===== src/rtl/e3_lof_pkg.sv =====
package e3_lof_pkg;
  typedef enum logic [1:0] {
    WIN_LONG  = 2'b00,
    WIN_MID   = 2'b01,
    WIN_SHORT = 2'b10,
    WIN_NOW   = 2'b11
  } win_sel_t;

  localparam int NUM_SRC = 4;
  // source index: 0 = LOF, 1 = LOS, 2 = OOF, 3 = AIS
  localparam logic [NUM_SRC-1:0] GATE_IS_ENABLE = 4'b0001;
endpackage


===== src/rtl/e3_resync_ctl.sv =====
module e3_resync_ctl (
  input  logic clk,
  input  logic rst,
  input  logic align_chk,
  input  logic oof_raw,
  input  logic force_resync,
  output logic oof_nxt,
  output logic oof_q
);
  logic force_prev;
  logic pend_q;
  logic force_rise;
  logic force_now;

  assign force_rise = force_resync & ~force_prev;
  assign force_now  = pend_q | force_rise;

  always_comb begin
    oof_nxt = oof_q;
    if (align_chk) oof_nxt = force_now | oof_raw;
  end

  always_ff @(posedge clk) begin
    if (rst) begin
      force_prev <= 1'b0;
      pend_q     <= 1'b0;
      oof_q      <= 1'b0;
    end else begin
      force_prev <= force_resync;
      pend_q     <= force_now & ~align_chk;
      oof_q      <= oof_nxt;
    end
  end
endmodule


===== src/rtl/e3_lof_integ.sv =====
module e3_lof_integ
  import e3_lof_pkg::*;
#(
  parameter int TICKS_LONG  = 3,
  parameter int TICKS_MID   = 2,
  parameter int TICKS_SHORT = 1
) (
  input  logic       clk,
  input  logic       rst,
  input  logic       tick_1ms,
  input  logic [1:0] lof_win,
  input  logic       oof_nxt,
  input  logic       oof_q,
  output logic       lof_q
);
  localparam int CNT_W = $clog2(TICKS_LONG + 1);

  logic [CNT_W-1:0] cnt_q;
  logic [CNT_W-1:0] lim;
  logic             mismatch;
  logic             now_mode;

  always_comb begin
    case (win_sel_t'(lof_win))
      WIN_LONG:  lim = CNT_W'(TICKS_LONG);
      WIN_MID:   lim = CNT_W'(TICKS_MID);
      WIN_SHORT: lim = CNT_W'(TICKS_SHORT);
      default:   lim = '0;
    endcase
  end

  assign now_mode = (win_sel_t'(lof_win) == WIN_NOW);
  assign mismatch = oof_q ^ lof_q;

  always_ff @(posedge clk) begin
    if (rst) begin
      cnt_q <= '0;
      lof_q <= 1'b0;
    end else if (now_mode) begin
      cnt_q <= '0;
      lof_q <= oof_nxt;
    end else if (!mismatch) begin
      cnt_q <= '0;
    end else if (tick_1ms) begin
      if (cnt_q + 1'b1 >= lim) begin
        cnt_q <= '0;
        lof_q <= oof_q;
      end else begin
        cnt_q <= cnt_q + 1'b1;
      end
    end
  end
endmodule


===== src/rtl/e3_rai_gen.sv =====
module e3_rai_gen
  import e3_lof_pkg::*;
(
  input  logic               clk,
  input  logic               rst,
  input  logic               frame_strobe,
  input  logic               auto_rai,
  input  logic [NUM_SRC-1:0] cond,
  input  logic [NUM_SRC-1:0] gate,
  output logic               a_bit
);
  logic [NUM_SRC-1:0] pass;

  for (genvar i = 0; i < NUM_SRC; i++) begin : g_gate
    if (GATE_IS_ENABLE[i]) begin : g_en
      assign pass[i] = cond[i] & gate[i];
    end else begin : g_dis
      assign pass[i] = cond[i] & ~gate[i];
    end
  end

  always_ff @(posedge clk) begin
    if (rst) a_bit <= 1'b0;
    else if (frame_strobe) a_bit <= auto_rai & (|pass);
  end
endmodule


===== src/rtl/e3_oh_mask.sv =====
module e3_oh_mask (
  input  logic clk,
  input  logic rst,
  input  logic oh_pos,
  input  logic oh_mask_dis,
  output logic data_en
);
  always_ff @(posedge clk) begin
    if (rst) data_en <= 1'b0;
    else     data_en <= ~(oh_pos & ~oh_mask_dis);
  end
endmodule


===== src/rtl/e3_lof_alarm.sv =====
module e3_lof_alarm
  import e3_lof_pkg::*;
#(
  parameter int TICKS_LONG  = 3,
  parameter int TICKS_MID   = 2,
  parameter int TICKS_SHORT = 1
) (
  input  logic       clk,
  input  logic       rst,
  input  logic       tick_1ms,
  input  logic       align_chk,
  input  logic       oof_raw,
  input  logic       los_in,
  input  logic       ais_in,
  input  logic       frame_strobe,
  input  logic       oh_pos,
  input  logic [1:0] lof_win,
  input  logic       lof_alm_en,
  input  logic       los_alm_dis,
  input  logic       oof_alm_dis,
  input  logic       ais_alm_dis,
  input  logic       auto_rai,
  input  logic       force_resync,
  input  logic       oh_mask_dis,
  output logic       oof_out,
  output logic       lof_out,
  output logic       tx_a_bit,
  output logic       data_en
);
  logic oof_nxt;

  e3_resync_ctl u_resync (
    .clk(clk), .rst(rst), .align_chk(align_chk), .oof_raw(oof_raw),
    .force_resync(force_resync), .oof_nxt(oof_nxt), .oof_q(oof_out)
  );

  e3_lof_integ #(
    .TICKS_LONG(TICKS_LONG), .TICKS_MID(TICKS_MID), .TICKS_SHORT(TICKS_SHORT)
  ) u_integ (
    .clk(clk), .rst(rst), .tick_1ms(tick_1ms), .lof_win(lof_win),
    .oof_nxt(oof_nxt), .oof_q(oof_out), .lof_q(lof_out)
  );

  e3_rai_gen u_rai (
    .clk(clk), .rst(rst), .frame_strobe(frame_strobe), .auto_rai(auto_rai),
    .cond({ais_in, oof_out, los_in, lof_out}),
    .gate({ais_alm_dis, oof_alm_dis, los_alm_dis, lof_alm_en}),
    .a_bit(tx_a_bit)
  );

  e3_oh_mask u_ohm (
    .clk(clk), .rst(rst), .oh_pos(oh_pos), .oh_mask_dis(oh_mask_dis),
    .data_en(data_en)
  );
endmodule


===== config.mk =====
export PLATFORM = sky130hd
export DESIGN_NAME = e3_lof_alarm
export DESIGN_NICKNAME = d
export VERILOG_FILES = /design/src/rtl/e3_lof_pkg.sv /design/src/rtl/e3_resync_ctl.sv /design/src/rtl/e3_lof_integ.sv /design/src/rtl/e3_rai_gen.sv /design/src/rtl/e3_oh_mask.sv /design/src/rtl/e3_lof_alarm.sv
export SDC_FILE = /design/constraint.sdc
export NUM_CORES = 1
export LEC_CHECK = 0
export BUFFER_PORTS_ARGS = -buffer_cell sky130_fd_sc_hd__buf_4
export CELL_PAD_IN_SITES_DETAIL_PLACEMENT = 0
export CELL_PAD_IN_SITES_GLOBAL_PLACEMENT = 1
export CORE_MARGIN = 5
export CORE_UTILIZATION = 26
export DETAILED_ROUTE_END_ITERATION = 12
export HOLD_SLACK_MARGIN = 0.05
export PLACE_DENSITY_LB_ADDON = 0.1
export REMOVE_ABC_BUFFERS = 1
export SLEW_MARGIN = 40
export SYNTH_ARGS = -nofsm -noshare
export SYNTH_HDL_FRONTEND = slang
export SYNTH_SLANG_ARGS = --single-unit

===== constraint.sdc =====
create_clock -name clk -period 1.5 [get_ports clk]
set_clock_uncertainty 0.05 [all_clocks]
set_input_delay 0.15 -clock clk [delete_from_list [all_inputs] [get_ports clk]]
set_output_delay 0.15 -clock clk [all_outputs]
set_load 0.02 [all_outputs]

==> results of run 1 <==
## logic make-up after synthesis
logic type	after synthesis	share of synthesized area (%)
flip-flops	8	36.8
XOR/XNOR	2	4.02
adder cells (fa/ha/maj)	2	5.75
AND/OR/NAND/NOR	15	21.8
buffers and inverters	9	7.76
AO/OA/AOI/OAI	15	23.9
## worst reg2reg max path: stages, from the launching register on
cell and delay [ns]:
dfxtp_4 0.36, ha_1 0.29, nand2b_4 0.15, a21oi_4 0.18, nand4b_1 0.12, a31oi_1 0.17
## synthesized netlist by cell type
library cell and n:
nand3b_1 2, clkbuf_1 1, nor3_1 1, ha_1 2, nor2_1 1, nand2_1 3, nor2b_1 1, dfxtp_1 8
xor2_1 2, nand4b_1 1, nand2b_4 1, a21oi_1 4, o21ai_0 1, nor3b_1 1, a21oi_4 1, nand2b_1 3
o21ai_1 2, a31oi_1 2, o211ai_1 2, o22ai_1 1, inv_1 8, a311oi_1 1, o211a_1 1, nand3_1 1
## sequential cells by signal, summed over array words and instances (netlist names)
signal and count:
u_integ.cnt_q 2, u_integ.lof_q 1, u_ohm.data_en 1, u_rai.a_bit 1, u_resync.force_prev 1, u_resync.oof_q 1, u_resync.pend_q 1
## power by group through the flow
stage | Clock (mW) | Combinational [mW] | Sequential [mW]
global placement | 0 | 0.114 | 0.237
floorplan | 0 | 0.0463 | 0.245
finish | 0.168 | 0.127 | 0.232
detailed placement | 0 | 0.114 | 0.237
CTS | 0.178 | 0.123 | 0.233
global route | 0.194 | 0.140 | 0.233
## metrics by stage
stage,util [%],hold WS (ns),setup TNS (ns)
4_1_cts,43.7,0.0787,0
5_1_grt,45.2,0.0944,0
3_3_place_gp,39.5,0.281,0
6_report,45.2,0.0795,0
2_1_floorplan,-,0.169,0
3_5_place_dp,39.5,0.282,-0.00750
## worst min path at each step
stage	from	end	depth (start not counted)	slack, ns
floorplan	rst	u_ohm.data_en	1	0.17
global placement	oh_pos	u_ohm.data_en	2	0.28
detailed placement	oh_pos	u_ohm.data_en	2	0.28
CTS	force_resync	u_resync.force_prev	2	0.08
global route	force_resync	u_resync.force_prev	2	0.09
finish	force_resync	u_resync.force_prev	2	0.08
## per-layer routing
metal / vias to the layer above / global-route usage (%) / part of all wire (%)
met4: 0 / 7.66 / 1.0
met1: 207 / 10.3 / 45
met2: 13 / 13.0 / 46
li1: 231 / - / -
met5: - / 0 / 0
met3: 2 / 4.36 / 8.4
## what timing repair did
action / 4_1_cts / 5_1_grt
gates cloned: 0 / 0
gates resized for setup: 1 / 5
endpoints found under the setup margin: 1 / 1
hold buffers: 4 / 0
pin swaps: 0 / 5
endpoints found under the hold margin: 3 / 0
## area by class of cell
type,count,area [µm²]
well taps,16,20.0
flip-flops and latches,8,165
inverters,8,30.0
multi-input cells,34,262
clock buffers,3,22.5
fillers,166,845
repair buffers,25,198
==> results.yml, run 1 <==
power_and_ir_drop:
  finalPower_uw: 527
  swShare_pct: 26.4
  power_per_cell_area_nw_per_um2: 757
  clockPowerShare_pct: 31.9
  power.internal_uw: 388
  seqPwrFrac_pct: 44.0
  total_switching_power_uw: 139
  p_comb_share_pct: 24.1
  leakage_nw: 0.325
  irDropWorstVdd_v: 0.000478
placement:
  io_buffers: 21
  dp_hpwl_um: 843
  placed_cells_incl_taps: 87
  place_ws_ns: -0.00750
  placed_cell_area_um2: 609
  routabilityCongestion: 0.651
cts:
  cts_sinks: 8
  cts.path.max_buffers: 2
  numCtsBuffers: 3
  insertion_delay_ns: 0.25
  cts_tree: "yes"
  clkSlewWorstSetupHoldPaths_ns: 0.06
  root_buffer: "clkbuf_4"
  cts_setup_buffers: 0
  htree_levels: 1
route:
  antenna_left: 0
  dr.first_iter.drc_count: 4
  drt_first_pass_iters: 4
  viasPerCell: 4.82
  avgRoutedWirePerCell_um: 12.3
  wl_um: 1150
  drc: 0
  vias: 453
logic_synthesis:
  netlist.area_leader.share_pct: 36.8
  avgSynthCellArea_um2: 8.54
  synthTopCellsByArea: "dfxtp_1, inv_1, ha_1"
  yosysUniqueCellTypes: 24
  syn_area_um2: 435
  ys_seq_area_share_pct: 36.8
  yosys_warnings: 0
  netlist_instances: 51
  synth_top_area_cell: "dfxtp_1"
  ys_ff_latch: 8
worst_setup_path:
  slowest_delay_ns: 0.36
  rr_worst_depth: 5
  critical-path-top-delay-family: "flip-flops"
  start_kind: "flop"
  crit_end: "u_integ.cnt_q[1]"
  startpoint: "u_integ.cnt_q[0]"
  cp.depth: 5
  rrSetupSlack_ns: 0.09
  crit_required_ns: 1.63
  path_buf_inv: 0
  rr_startpoint: "u_integ.cnt_q[0]"
  worst_path_max_delay_cell: "dfxtp_4"
  path_class: "flop to flop"
  worstPathArrival_ns: 1.53
  cp_cell_sequence: "ha_1 > nand2b_4 > a21oi_4 > nand4b_1 > a31oi_1"
  critPathMaxFanout: 6
  rr_endpoint: "u_integ.cnt_q[1]"
  end_kind: "flop"
layout:
  area_growth_pct: 60.1
  layout_common_cells: "buf_4, inv_1, dfxtp_1, a21oi_1, dlygate4sd3_1"
  layout.nets: 100
  layout_commonest_cell: "buf_4"
  fin_cells: 94
  diodes: 0
  fin_area_um2: 697
  final_layout_size_suffix_gt1_share_pct: 38.5
floorplanning:
  die_h_um: 50.9
  die_w_um: 50.9
  start_util_pct: 28.2
  core_um2: 1540
  io_pins: 22
  std_cell_rows: 14
  die_area_um2: 2590
timing:
  setup_slack_ns: 0.0905
  fin_crit_ns: 1.41
  worst_slew_pin_slew_ns: 0.234
  rsz0062_at_grt: "no"
  period_share_pct: 94.0
  drv_slew: 0
  max_freq_mhz: 709
  hold_violations: 0
  setup_viol: 0
  relSlewSlack_pct: 84.4
grt:
  grt_usage_pct: 9.19
  grt_pass1_vias: 424
  grt_pass1_wl_um: 1770
  antenna_found_initial: 0
  grt_max_degree: 7
  grt.overflow.total: 0
job:
  max-cap-violations: 0
worst_hold_path:
  worstHoldPathType: "input port to flop"
outcome:
  status: "completed"
Power figures use the tool's default switching activity.
==> inputs of run 2 (changes only) <==
--- a/config.mk
+++ b/config.mk
@@ -10,5 +10,5 @@
 export CELL_PAD_IN_SITES_GLOBAL_PLACEMENT = 1
 export CORE_MARGIN = 5
-export CORE_UTILIZATION = 26
+export CORE_UTILIZATION = 31
 export DETAILED_ROUTE_END_ITERATION = 12
 export HOLD_SLACK_MARGIN = 0.05
==> constraint.sdc (replaced) <==
create_clock -name clk -period 1.8 [get_ports clk]
set_clock_uncertainty 0.05 [all_clocks]
set_input_delay 0.36 -clock clk [delete_from_list [all_inputs] [get_ports clk]]
set_output_delay 0.36 -clock clk [all_outputs]
set_load 0.02 [all_outputs]
==> results.yml, run 2 (same netlist as run 1, synthesis figures left out) <==
floorplanning:
  die_h_um: 47.5
  die_w_um: 47.5
  start_util_pct: 33.0
  die_area_um2: 2250
  core_um2: 1320
  io_pins: 22
  std_cell_rows: 13
worst_setup_path:
  cp_cell_sequence: "xor2_1 > ha_1 > o21ai_0 > o21ai_1 > o211ai_1 > o211a_1"
  start_kind: "flop"
  critical-path-top-delay-family: "compound AO/OA/AOI/OAI gates"
  end_kind: "flop"
  crit_required_ns: 1.95
  worst_path_max_delay_cell: "dfxtp_1"
  worstPathArrival_ns: 1.66
  rr_worst_depth: 6
  cp.depth: 6
  critPathMaxFanout: 6
  slowest_delay_ns: 0.41
  path_buf_inv: 0
  path_class: "flop to flop"
timing:
  period_share_pct: 84.3
  rsz0062_at_grt: "no"
  worst_slew_pin_slew_ns: 0.248
  drv_slew: 0
  setup_tns_ns: 0
  relSlewSlack_pct: 83.5
  hold_violations: 0
  fin_crit_ns: 1.52
  max_freq_mhz: 659
  setup_viol: 0
cts:
  numCtsBuffers: 3
  htree_levels: 1
  clkSlewWorstSetupHoldPaths_ns: 0.06
  cts_tree: "yes"
  cts_sinks: 8
  insertion_delay_ns: 0.25
  root_buffer: "clkbuf_4"
  cts_hold_buf: 0
  cts_resized: 0
  cts.path.max_buffers: 2
  cts_setup_buffers: 0
layout:
  fillCellCount: 142
  layout_commonest_cell: "buf_4"
  diodes: 0
  final_layout_size_suffix_gt1_share_pct: 35.1
  largest_register: "u_integ.cnt_q"
  layout.nets: 96
  largest_reg_flops: 2
  fin_cells: 89
  layout_common_cells: "buf_4, inv_1, dfxtp_1, a21oi_1"
  area_growth_pct: 44.8
worst_hold_path:
  worstHoldPathType: "input port to flop"
  worstHoldPathCells: 2
route:
  drc: 0
  avgRoutedWirePerCell_um: 11.0
  drt_first_pass_iters: 3
  dr.first_iter.drc_count: 7
  viasPerCell: 4.67
  vias: 416
  antenna_left: 0
  wl_um: 978
power_and_ir_drop:
  leakage_nw: 0.307
  irDropWorstVdd_v: 0.000326
  power_per_cell_area_nw_per_um2: 673
outcome:
  status: "completed"
placement:
  io_buffers: 21
  dp_hpwl_um: 829
  routabilityCongestion: 0.701
  placed_cells_incl_taps: 86
grt:
  grt.overflow.total: 0
  grt_pass1_wl_um: 1550
  grt_pass1_vias: 380
  grt_max_degree: 7
  grt_usage_pct: 10.1
  antenna_found_initial: 0
job:
  max-cap-violations: 0
-- run 2: metrics by stage --
stage | hold WS [ns] | setup WS [ns] | area (µm²) | utilization [%] | power [mW]
finish | 0.241 | 0.283 | 631 | 47.9 | 0.425
CTS | 0.235 | 0.305 | 631 | 47.9 | 0.429
floorplan | 0.379 | 0.394 | 432 | - | 0.243
detailed placement | 0.444 | 0.279 | 608 | 46.2 | 0.292
global route | 0.231 | 0.174 | 631 | 47.9 | 0.451
global placement | 0.413 | 0.280 | 608 | 46.2 | 0.292
-- run 2: where the power goes --
| part | leakage, nW | internal (mW) | total [mW] | switching [mW] |
|---|---|---|---|---|
| clock network | 0.0138 | 0.0763 | 0.137 | 0.0604 |
| logic | 0.228 | 0.0530 | 0.0936 | 0.0407 |
| registers | 0.0659 | 0.186 | 0.194 | 0.00776 |
-- run 2: layer usage --
layer / up-vias / track usage [%] / routed length [µm]
met2: 9 / 15.8 / 454
met5: - / 0 / 0
met4: 0 / 3.31 / 0
met3: 0 / 4.89 / 66
li1: 225 / - / -
met1: 182 / 12.2 / 457
-- run 2: path summary, 6_finish.rpt --
path	start	to	slack, ns
max	u_integ.cnt_q[0]	u_integ.lof_q	0.28
min	oh_pos	u_ohm.data_en	0.24
max reg2reg	u_integ.cnt_q[0]	u_integ.lof_q	0.28
min reg2reg	u_rai.a_bit	u_rai.a_bit	0.45
-- run 2: cell type report --
| class | instances | area [µm²] | area share (%) |
|---|---|---|---|
| Multi-Input combinational cell | 34 | 241 | 38.3 |
| Sequential cell | 8 | 160 | 25.4 |
| Timing Repair Buffer | 21 | 158 | 25.0 |
| Inverter | 8 | 30.0 | 4.76 |
| Clock buffer | 3 | 22.5 | 3.57 |
| Tap cell | 15 | 18.8 | 2.98 |
==> inputs of run 3 (changes only) <==
- CORE_UTILIZATION: 31 -> 29
- clock period: 1.8 -> 1.4 ns (I/O delays scaled with it)
==> results.yml, run 3 (same netlist as run 1, synthesis figures left out) <==
outcome:
  status: "completed"
timing:
  hold_violations: 0
  fin_crit_ns: 1.37
  period_share_pct: 98.0
  worst_slew_pin_slew_ns: 0.258
  max_freq_mhz: 728
  relSlewSlack_pct: 82.8
  rsz0062_at_grt: "yes"
  setup_tns_ns: 0
  drv_slew: 0
  setup_slack_ns: 0.0273
  setup_viol: 0
layout:
  area_growth_pct: 54.3
  layout_common_cells: "buf_4, inv_1, dfxtp_1, a21oi_1"
  largest_register: "u_integ.cnt_q"
  layout_commonest_cell: "buf_4"
  diodes: 0
  fin_area_um2: 672
  final_layout_size_suffix_gt1_share_pct: 42.1
  layout.nets: 98
  fin_cells: 92
  largest_reg_flops: 2
worst_setup_path:
  end_kind: "flop"
  cp_cell_sequence: "xor2_2 > ha_4 > o21ai_1 > o21ai_1 > o211ai_1 > o211a_1"
  critPathMaxFanout: 3
  crit_required_ns: 1.49
  path_common_cell: "o21ai_1"
  path_class: "flop to flop"
  worstPathArrival_ns: 1.46
  rr_endpoint: "u_integ.lof_q"
  start_kind: "flop"
  rrSetupSlack_ns: 0.03
  rr_startpoint: "u_integ.cnt_q[0]"
  rr_worst_depth: 6
  path_buf_inv: 0
  worst_path_max_delay_cell: "dfxtp_2"
  slowest_delay_ns: 0.34
  critical-path-top-delay-family: "compound AO/OA/AOI/OAI gates"
grt:
  grt.busiest_layer: "met2"
  grt_usage_pct: 8.74
  grt_max_degree: 7
  met2_usage_pct: 11.7
  antenna_found_initial: 0
  grt_pass1_wl_um: 1590
  grt_util_met3_pct: 6.13
  grt.overflow.total: 0
  grt_pass1_vias: 385
  use_met1_pct: 10.9
cts:
  clkSlewWorstSetupHoldPaths_ns: 0.05
  cts_sinks: 8
  cts_tree: "yes"
  insertion_delay_ns: 0.25
  cts.path.max_buffers: 2
  htree_levels: 1
  root_buffer: "clkbuf_4"
  cts_hold_buf: 0
  numCtsBuffers: 3
power_and_ir_drop:
  irDropWorstVdd_v: 0.000489
  power_per_cell_area_nw_per_um2: 816
  leakage_nw: 0.318
  finalPower_uw: 549
route:
  vias: 436
  drt_first_pass_iters: 4
  antenna_left: 0
  viasPerCell: 4.74
  drc: 0
  dr.first_iter.drc_count: 3
  avgRoutedWirePerCell_um: 10.8
  wl_um: 995
worst_hold_path:
  worstHoldPathType: "input port to flop"
  hold_path_end: "u_ohm.data_en"
  worstHoldPathCells: 2
  hp-start: "oh_pos"
placement:
  routabilityCongestion: 0.719
  place_ws_ns: -0.0758
  placed_cells_incl_taps: 88
  io_buffers: 21
  placed_cell_area_um2: 617
  dp_hpwl_um: 835
floorplanning:
  start_util_pct: 29.6
  std_cell_rows: 14
  io_pins: 22
  die_area_um2: 2380
  die_w_um: 48.8
  core_um2: 1470
  die_h_um: 48.8
job:
  max-cap-violations: 0
-- run 3: cell count changes in the layout (fill, tap and decap cells not counted), sizes merged --
cell  previous run  this run
buf             21        23
-- run 3: worst max path at each step --
stage          depth (start not counted)       endpoint        startpoint  slack, ns
6_report                               6  u_integ.lof_q  u_integ.cnt_q[0]       0.03
5_1_grt                                6  u_integ.lof_q  u_integ.cnt_q[0]      -0.05
4_1_cts                                6  u_integ.lof_q  u_integ.cnt_q[0]      -0.02
3_5_place_dp                           6  u_integ.lof_q  u_integ.cnt_q[1]      -0.08
3_3_place_gp                           6  u_integ.lof_q  u_integ.cnt_q[1]      -0.09
2_1_floorplan                          6  u_integ.lof_q  u_integ.cnt_q[0]     -0.006
-- run 3: layout make-up --
class / instances / area (µm²)
multi-input combinational: 34 / 262
sequential: 8 / 165
clock buffer: 3 / 22.5
inverter: 8 / 30.0
timing repair buffer: 23 / 173
tap: 16 / 20.0
fill: 151 / 800
-- run 3: repair_timing --
action | in CTS | in global routing
buffers inserted | 0 | 1
pin swaps | 5 | 2
endpoints found under the setup margin | 2 | 3
resized for setup | 3 | 3
hold endpoints to repair | 0 | 0
-- run 3: power breakdown --
group          switching [mW]  internal (mW)
logic                  0.0545         0.0734
registers             0.00937          0.238
clock network          0.0752         0.0979
total                   0.139          0.409
-- run 3: per-stage QoR --
step,hold slack [ns],utilization (%)
after floorplan,0.299,-
final,0.152,45.7
after global routing,0.133,45.7
after CTS,0.141,43.6
after global placement,0.412,41.9
after detailed placement,0.416,41.9
-- run 3: metal layers --
metal / share of wire, % / vias to the layer above / routed length, µm
li1: - / 227 / -
met1: 44 / 194 / 438
met2: 48 / 15 / 476
met3: 8.0 / 0 / 80
met4: 0 / 0 / 0
met5: 0 / - / 0
